[src/rtl/gpio_bank_pkg.sv]
package gpio_bank_pkg;

   localparam int NREG     = 8;
   localparam int IDX_DOUT = 0;
   localparam int IDX_DIN  = 1;
   localparam int IDX_DOE  = 2;
   localparam int IDX_SEL  = 3;
   localparam int IDX_IEN  = 4;
   localparam int IDX_LEV  = 5;
   localparam int IDX_POL  = 6;
   localparam int IDX_STAT = 7;

   typedef enum logic [1:0] {
      WV_LOAD = 2'd0,
      WV_SET  = 2'd1,
      WV_CLR  = 2'd2,
      WV_NONE = 2'd3
   } wview_e;

   // page number (address bits above the 16-byte slot) of each register
   function automatic int unsigned reg_page(input int unsigned idx);
      case (idx)
         0:       reg_page = 'h070;
         1:       reg_page = 'h090;
         2:       reg_page = 'h0B0;
         3:       reg_page = 'h100;
         4:       reg_page = 'h110;
         5:       reg_page = 'h120;
         6:       reg_page = 'h130;
         default: reg_page = 'h140;
      endcase
   endfunction

endpackage

[src/rtl/gpio_addr_dec.sv]
module gpio_addr_dec
   import gpio_bank_pkg::*;
#(
   parameter int AW       = 13,
   parameter int BANK_IDX = 0
) (
   input  logic [AW-1:0]   addr,
   output logic [NREG-1:0] hit,
   output wview_e          view
);
   localparam int PW = AW - 4;

   if (PW < 9) begin : g_aw_bad
      $error("gpio_addr_dec: AW too small for the register pages");
   end
   if ((reg_page(NREG-1) + BANK_IDX) >= (1 << PW)) begin : g_bank_bad
      $error("gpio_addr_dec: BANK_IDX pushes pages beyond AW");
   end

   always_comb begin
      case (addr[3:0])
         4'h0:    view = WV_LOAD;
         4'h4:    view = WV_SET;
         4'h8:    view = WV_CLR;
         default: view = WV_NONE;
      endcase
   end

   for (genvar k = 0; k < NREG; k++) begin : g_hit
      localparam logic [PW-1:0] PAGE = PW'(reg_page(k) + BANK_IDX);
      assign hit[k] = (addr[AW-1:4] == PAGE) && (view != WV_NONE);
   end

endmodule

[src/rtl/gpio_sync.sv]
module gpio_sync #(
   parameter int W      = 32,
   parameter int STAGES = 2
) (
   input  logic         clk,
   input  logic         rst_n,
   input  logic [W-1:0] d,
   output logic [W-1:0] q
);
   if (STAGES < 2) begin : g_stage_bad
      $error("gpio_sync: STAGES must be at least 2");
   end

   logic [STAGES-1:0][W-1:0] chain;

   always_ff @(posedge clk or negedge rst_n) begin
      if (!rst_n) chain <= '0;
      else begin
         chain[0] <= d;
         for (int s = 1; s < STAGES; s++) chain[s] <= chain[s-1];
      end
   end

   assign q = chain[STAGES-1];

endmodule

[src/rtl/gpio_cfg_reg.sv]
module gpio_cfg_reg
   import gpio_bank_pkg::*;
#(
   parameter int W = 32
) (
   input  logic         clk,
   input  logic         rst_n,
   input  logic         we,
   input  wview_e       view,
   input  logic [W-1:0] wdata,
   output logic [W-1:0] q
);
   always_ff @(posedge clk or negedge rst_n) begin
      if (!rst_n) q <= '0;
      else if (we) begin
         case (view)
            WV_LOAD: q <= wdata;
            WV_SET:  q <= q | wdata;
            WV_CLR:  q <= q & ~wdata;
            default: q <= q;
         endcase
      end
   end


   cfg_write_only_chk: assert property (@(posedge clk) disable iff (!rst_n)
      (q != $past(q)) |-> $past(we));

endmodule

[src/rtl/gpio_event_status.sv]
module gpio_event_status #(
   parameter int W = 32
) (
   input  logic         clk,
   input  logic         rst_n,
   input  logic [W-1:0] smp,
   input  logic [W-1:0] sel,
   input  logic [W-1:0] lev,
   input  logic [W-1:0] pol,
   input  logic         clr_we,
   input  logic [W-1:0] clr_mask,
   output logic [W-1:0] stat
);
   logic [W-1:0] prev;
   logic [W-1:0] hit;
   logic [W-1:0] lvl_on;

   always_ff @(posedge clk or negedge rst_n) begin
      if (!rst_n) prev <= '0;
      else        prev <= smp;
   end

   for (genvar i = 0; i < W; i++) begin : g_pin
      logic edge_on;
      assign lvl_on[i] = ~(smp[i] ^ pol[i]);
      assign edge_on   = pol[i] ? (smp[i] & ~prev[i]) : (~smp[i] & prev[i]);
      assign hit[i]    = sel[i] & (lev[i] ? lvl_on[i] : edge_on);
   end

   always_ff @(posedge clk or negedge rst_n) begin
      if (!rst_n) stat <= '0;
      else        stat <= (stat & ~(clr_we ? clr_mask : '0)) | hit;
   end


   sel_gate_chk: assert property (@(posedge clk) disable iff (!rst_n)
      1'b1 |=> ((stat & ~$past(stat) & ~$past(sel)) == '0));


   sticky_chk: assert property (@(posedge clk) disable iff (!rst_n)
      (($past(stat) & ~stat) != '0) |-> $past(clr_we));


   level_hold_chk: assert property (@(posedge clk) disable iff (!rst_n)
      1'b1 |=> (($past(sel & lev & lvl_on) & ~stat) == '0));

endmodule

[src/rtl/gpio_bank.sv]
module gpio_bank
   import gpio_bank_pkg::*;
#(
   parameter int PINS        = 32,
   parameter int AW          = 13,
   parameter int BANK_IDX    = 0,
   parameter int SYNC_STAGES = 2
) (
   input  logic            clk,
   input  logic            rst_n,
   input  logic            bus_sel,
   input  logic            bus_wr,
   input  logic [AW-1:0]   bus_addr,
   input  logic [PINS-1:0] bus_wdata,
   output logic [PINS-1:0] bus_rdata,
   output logic            bus_rvalid,
   input  logic [PINS-1:0] pin_in,
   output logic [PINS-1:0] pad_o,
   output logic [PINS-1:0] pad_oe,
   output logic            irq
);
   if (PINS < 1 || PINS > 32) begin : g_pins_bad
      $error("gpio_bank: PINS must be 1..32");
   end

   logic [NREG-1:0]            hit;
   wview_e                     view;
   logic [NREG-1:0][PINS-1:0]  rq;
   logic [PINS-1:0]            smp;
   logic [PINS-1:0]            stat;
   logic [PINS-1:0]            rmux;
   logic                       wr_go;
   logic                       stat_clr;

   gpio_addr_dec #(.AW(AW), .BANK_IDX(BANK_IDX)) u_dec (
      .addr (bus_addr),
      .hit  (hit),
      .view (view)
   );

   gpio_sync #(.W(PINS), .STAGES(SYNC_STAGES)) u_sync (
      .clk   (clk),
      .rst_n (rst_n),
      .d     (pin_in),
      .q     (smp)
   );

   assign wr_go = bus_sel & bus_wr;

   for (genvar k = 0; k < NREG; k++) begin : g_reg
      if (k == IDX_DIN) begin : g_in
         assign rq[k] = smp;
      end else if (k == IDX_STAT) begin : g_st
         assign rq[k] = stat;
      end else begin : g_cfg
         gpio_cfg_reg #(.W(PINS)) u_reg (
            .clk   (clk),
            .rst_n (rst_n),
            .we    (wr_go & hit[k]),
            .view  (view),
            .wdata (bus_wdata),
            .q     (rq[k])
         );
      end
   end

   assign stat_clr = wr_go & hit[IDX_STAT] & (view == WV_CLR);

   gpio_event_status #(.W(PINS)) u_evt (
      .clk      (clk),
      .rst_n    (rst_n),
      .smp      (smp),
      .sel      (rq[IDX_SEL]),
      .lev      (rq[IDX_LEV]),
      .pol      (rq[IDX_POL]),
      .clr_we   (stat_clr),
      .clr_mask (bus_wdata),
      .stat     (stat)
   );

   always_comb begin
      rmux = '0;
      for (int k = 0; k < NREG; k++) if (hit[k]) rmux = rq[k];
   end

   always_ff @(posedge clk or negedge rst_n) begin
      if (!rst_n) begin
         bus_rvalid <= 1'b0;
         bus_rdata  <= '0;
      end else begin
         bus_rvalid <= bus_sel & ~bus_wr;
         if (bus_sel & ~bus_wr) bus_rdata <= rmux;
      end
   end

   assign pad_oe = rq[IDX_DOE];
   assign pad_o  = rq[IDX_DOUT] & rq[IDX_DOE];
   assign irq    = |(stat & rq[IDX_IEN]);


   irq_drop_chk: assert property (@(posedge clk) disable iff (!rst_n)
      $fell(irq) |-> $past(wr_go & (hit[IDX_STAT] | hit[IDX_IEN])));


   rvalid_chk: assert property (@(posedge clk) disable iff (!rst_n)
      bus_rvalid |-> $past(bus_sel & ~bus_wr));

endmodule

[config.mk]
export PLATFORM = sky130hd
export DESIGN_NAME = gpio_bank
export DESIGN_NICKNAME = d
export VERILOG_FILES = /design/src/rtl/gpio_bank_pkg.sv /design/src/rtl/gpio_addr_dec.sv /design/src/rtl/gpio_sync.sv /design/src/rtl/gpio_cfg_reg.sv /design/src/rtl/gpio_event_status.sv /design/src/rtl/gpio_bank.sv
export SDC_FILE = /design/constraint.sdc
export NUM_CORES = 1
export LEC_CHECK = 0
export ABC_AREA = 0
export ABC_CLOCK_PERIOD_IN_PS = 1500
export BUFFER_PORTS_ARGS = -buffer_cell sky130_fd_sc_hd__buf_2
export CORE_MARGIN = 5
export CORE_UTILIZATION = 30
export DETAILED_ROUTE_END_ITERATION = 7
export GPL_TIMING_DRIVEN = 0
export SLEW_MARGIN = 20
export SYNTH_ARGS = -nofsm -noshare
export SYNTH_HDL_FRONTEND = slang
export SYNTH_SLANG_ARGS = --single-unit
[constraint.sdc]
create_clock -name clk -period 1.5 [get_ports clk]
set_input_delay 0.3 -clock clk [delete_from_list [all_inputs] [get_ports clk]]
set_output_delay 0.3 -clock clk [all_outputs]
set_load 0.02 [all_outputs]
==> impl_metrics.tcl <==
set metrics [dict create \
    cts_buffer_depth 3 \
    worstPathMaxFanout 4 \
    p_comb_share_pct 10.8 \
    grt_pass1_wl_mm 116 \
    synth-seq-area-share_pct 53.7 \
    place_congestion 0.979 \
    wl_per_cell_um 30.7 \
    postSynthCellCount 1632 \
    synth_top_family_by_area "compound AO/OA/AOI/OAI gates" \
    ys_ff_latch 353 \
    synth_edf_count 0 \
    synth_mux_area_share_pct 2.01 \
    p_sw_share_pct 26.4 \
    start_kind "flop" \
    final_common_cell "dfrtp_1" \
    end_kind "output pin" \
    antenna_found_initial 4 \
    timing.rr.start "u_sync.q[25]$_DFF_PN0_" \
    grt-ovfl-total 0 \
    critical_path_class "flop to output pin" \
    ant_nets 0 \
    fin_worst_skew_ps 20.3 \
    rsz0062_at_grt "true" \
    hold_violations 0 \
    grt_pass1_vias 16587 \
    synth-main-ff-cell "dfrtp_1" \
    netlist_area_sq_mm 0.0165 \
    num-fill-cells 4640 \
    die_w_um 244 \
    dpl_cell_area_sq_mm 0.0200 \
    hold_path.class "primary input to flop" \
    dr.first_iter.drc_count 2047 \
    via_per_inst 6.04 \
    drive_gt1_share_pct 57.4 \
    dp.cells 2510 \
    syn_to_final_growth_pct 68.2 \
    fin_nets 2183 \
    firstDrtPassIters 8 \
    ir_worst_vdd_mv 0.910 \
    cts-root-buf "clkbuf_16" \
    yosysWarnings 0 \
    drc_errors 0 \
    syn_nets 1716 \
    synth_fa_ha_area_share_pct 0.228 \
    hpwl_mm 51.0 \
    grt_max_degree 94 \
    drv_cap 0 \
    clk_pin_slew_ps 60 \
    drv_slew 0 \
    layout_setup_ws_ps -1230 \
    powerDensity_mw_per_mm2 836 \
    async_reset_ff_share_pct 100 \
    worstHoldStart "bus_wdata[31]" \
    synth-simple-area-share_pct 9.17 \
    synthDistinctLibCells 76 \
    yosys.area_share.xor_xnor_pct 2.77 \
    drt_wl_total_mm 86.9 \
    fin_cells 2827 \
    arrival_ps 2430 \
    start_util_pct 30.4 \
    die_area_sq_mm 0.0597 \
    finalCriticalPeriod_ps 2730 \
    cts_max_level 2 \
    postSynthAreaPerCell_sq_um 10.1 \
    p_clk_share_pct 46.0 \
    clock_latency_ps 590 \
    core_sq_mm 0.0541 \
    die_h_um 244 \
    ff_latch_area_sq_mm 0.00886 \
    grtUsageTotal_pct 26.2 \
    final_cell_mix "334 x dfrtp_1, 280 x a21oi_2, 150 x buf_6" \
    synth-compound-area-share_pct 26.8 \
    timing.final.crit_share_pct 182 \
    internal_power_w 0.0170 \
    switchingPower_w 0.00612 \
    leakage_nw 11.7 \
    utilization_pct 51.1 \
    multi_input_area_sq_mm 0.00993 \
    whs_ps 127 \
    fin_area_sq_mm 0.0277 \
    setup_violations 324 \
    seq_power_share_pct 43.2 \
    slew_headroom_pct 11.4 \
    ios 179 \
    cts_tree "yes" \
    cts_num_sinks 353 \
    violations "negative setup slack" \
    startpoint "u_evt.stat[29]$_DFF_PN0_" \
    required_ps 1200 \
    status "finished with violations" \
    vias 17079 \
    clock.fmax_ghz 0.367 \
    io_buffers 177 \
    cts-buffers-inserted 42 \
    worst_slew_pin_slew_ps 1330 \
    num_rows 85 \
]
flip-flops by register name, indices dropped and copies added, names as in the netlist:
name / flops
bus_rdata: 32
bus_rvalid: 1
g.g_cfg.u_reg.q: 192
u_evt.prev: 32
u_evt.stat: 32
u_sync.chain: 32
u_sync.q: 32
final cells by class:
type	instances	area share, %
multi-input combinational	1098	35.9
sequential	353	32.0
timing repair buffer	430	16.8
buffer	128	6.47
clock buffer	66	4.68
tap	696	3.15
inverter	46	0.637
clock inverter	7	0.398
antenna	3	0.0271
per-layer routing:
metal,up-vias,GRT usage (%),part of all wire [%]
li1,6914,-,-
met1,8522,34.4,37
met2,1249,40.5,43
met3,392,7.15,13
met4,2,12.4,6.9
met5,-,0,0.0081
cells in the mapped netlist, types with 5 or more instances:
library cell  number  area, sq um
a21oi_1          420         2100
inv_1             44          165
a22oi_1           26          195
a211oi_1          35          263
o21ai_1            5         25.0
a222oi_1          14          140
nand2_1           79          297
a21o_1            42          315
and2_1            37          231
nand4_1            6         37.5
o21ai_0           65          325
dfrtp_1          353         8830
xnor2_1           26          228
nor4_4             5          106
nor2_1            73          274
buf_2             32          160
and3_1             6         37.5
o2bb2ai_1          5         43.8
a221oi_1          18          158
clkbuf_1          59          221
o211ai_1          28          210
o21bai_1           5         37.5
buf_4             35          263
nor3_1            23          115
xor2_1            26          228
nand2b_1          11         68.8
o22ai_1           18          113
mux2i_1           33          330
o31ai_2            5         62.6
nand3_1           10         50.1
buf_1              5         18.8
a221o_1           12          120
a2bb2oi_1          5         43.8
metrics by stage:
stage          TNS (ps)  total power [W]  setup slack, ps
6_report        -106980           0.0231            -1230
3_3_place_gp   -2844550           0.0121            -7120
5_1_grt         -115260           0.0237            -1170
4_1_cts         -103590           0.0230            -1210
3_5_place_dp    -348710           0.0121            -1920
2_1_floorplan   -124240           0.0111             -598
cells by family after synthesis:
family	Yosys count
flops	353
fa+ha+maj	3
simple gates	281
xor+xnor	52
compound gates	729
mux	33
buf+inv	181
power by group through the flow:
| stage | clock, W | combinational (W) | sequential [W] |
|---|---|---|---|
| 3_5_place_dp | 0 | 0.00197 | 0.0102 |
| 5_1_grt | 0.0111 | 0.00263 | 0.0100 |
| 4_1_cts | 0.0107 | 0.00231 | 0.00999 |
| 6_report | 0.0106 | 0.00249 | 0.0100 |
| 3_3_place_gp | 0 | 0.00190 | 0.0102 |
| 2_1_floorplan | 0 | 0.000885 | 0.0102 |
critical path: stages (launching register included):
cell and delay (ps):
dfrtp_1 470, a22oi_1 340, nand4_1 250, or4_4 620
buf_6 160
final timing paths:
path                            slack, ps  cells past startpoint                                      to
worst max-delay path                -1230                      4                                     irq
worst min-delay path                  130                      3  g_reg[5].g_cfg.u_reg.q[31]$_DFFE_PN0P_
max in group asynchronous             100                      4   g_reg[0].g_cfg.u_reg.q[1]$_DFFE_PN0P_
worst min register to register        350                      0                  u_sync.q[17]$_DFF_PN0_
worst max register to register       -330                      5               bus_rdata[25]$_DFFE_PN0P_
min in group asynchronous             160                      2   g_reg[4].g_cfg.u_reg.q[7]$_DFFE_PN0P_
what timing repair did:
| item | CTS | global route |
|---|---|---|
| hold buffers | 33 | 0 |
| setup endpoints to repair | 331 | 356 |
| gates resized for setup | 548 | 353 |
| hold endpoints to repair | 201 | 0 |
| setup buffers | 156 | 28 |
| cloned | 18 | 28 |
| pin swaps | 164 | 171 |
Note: power is estimated with default switching activity, not from simulation.
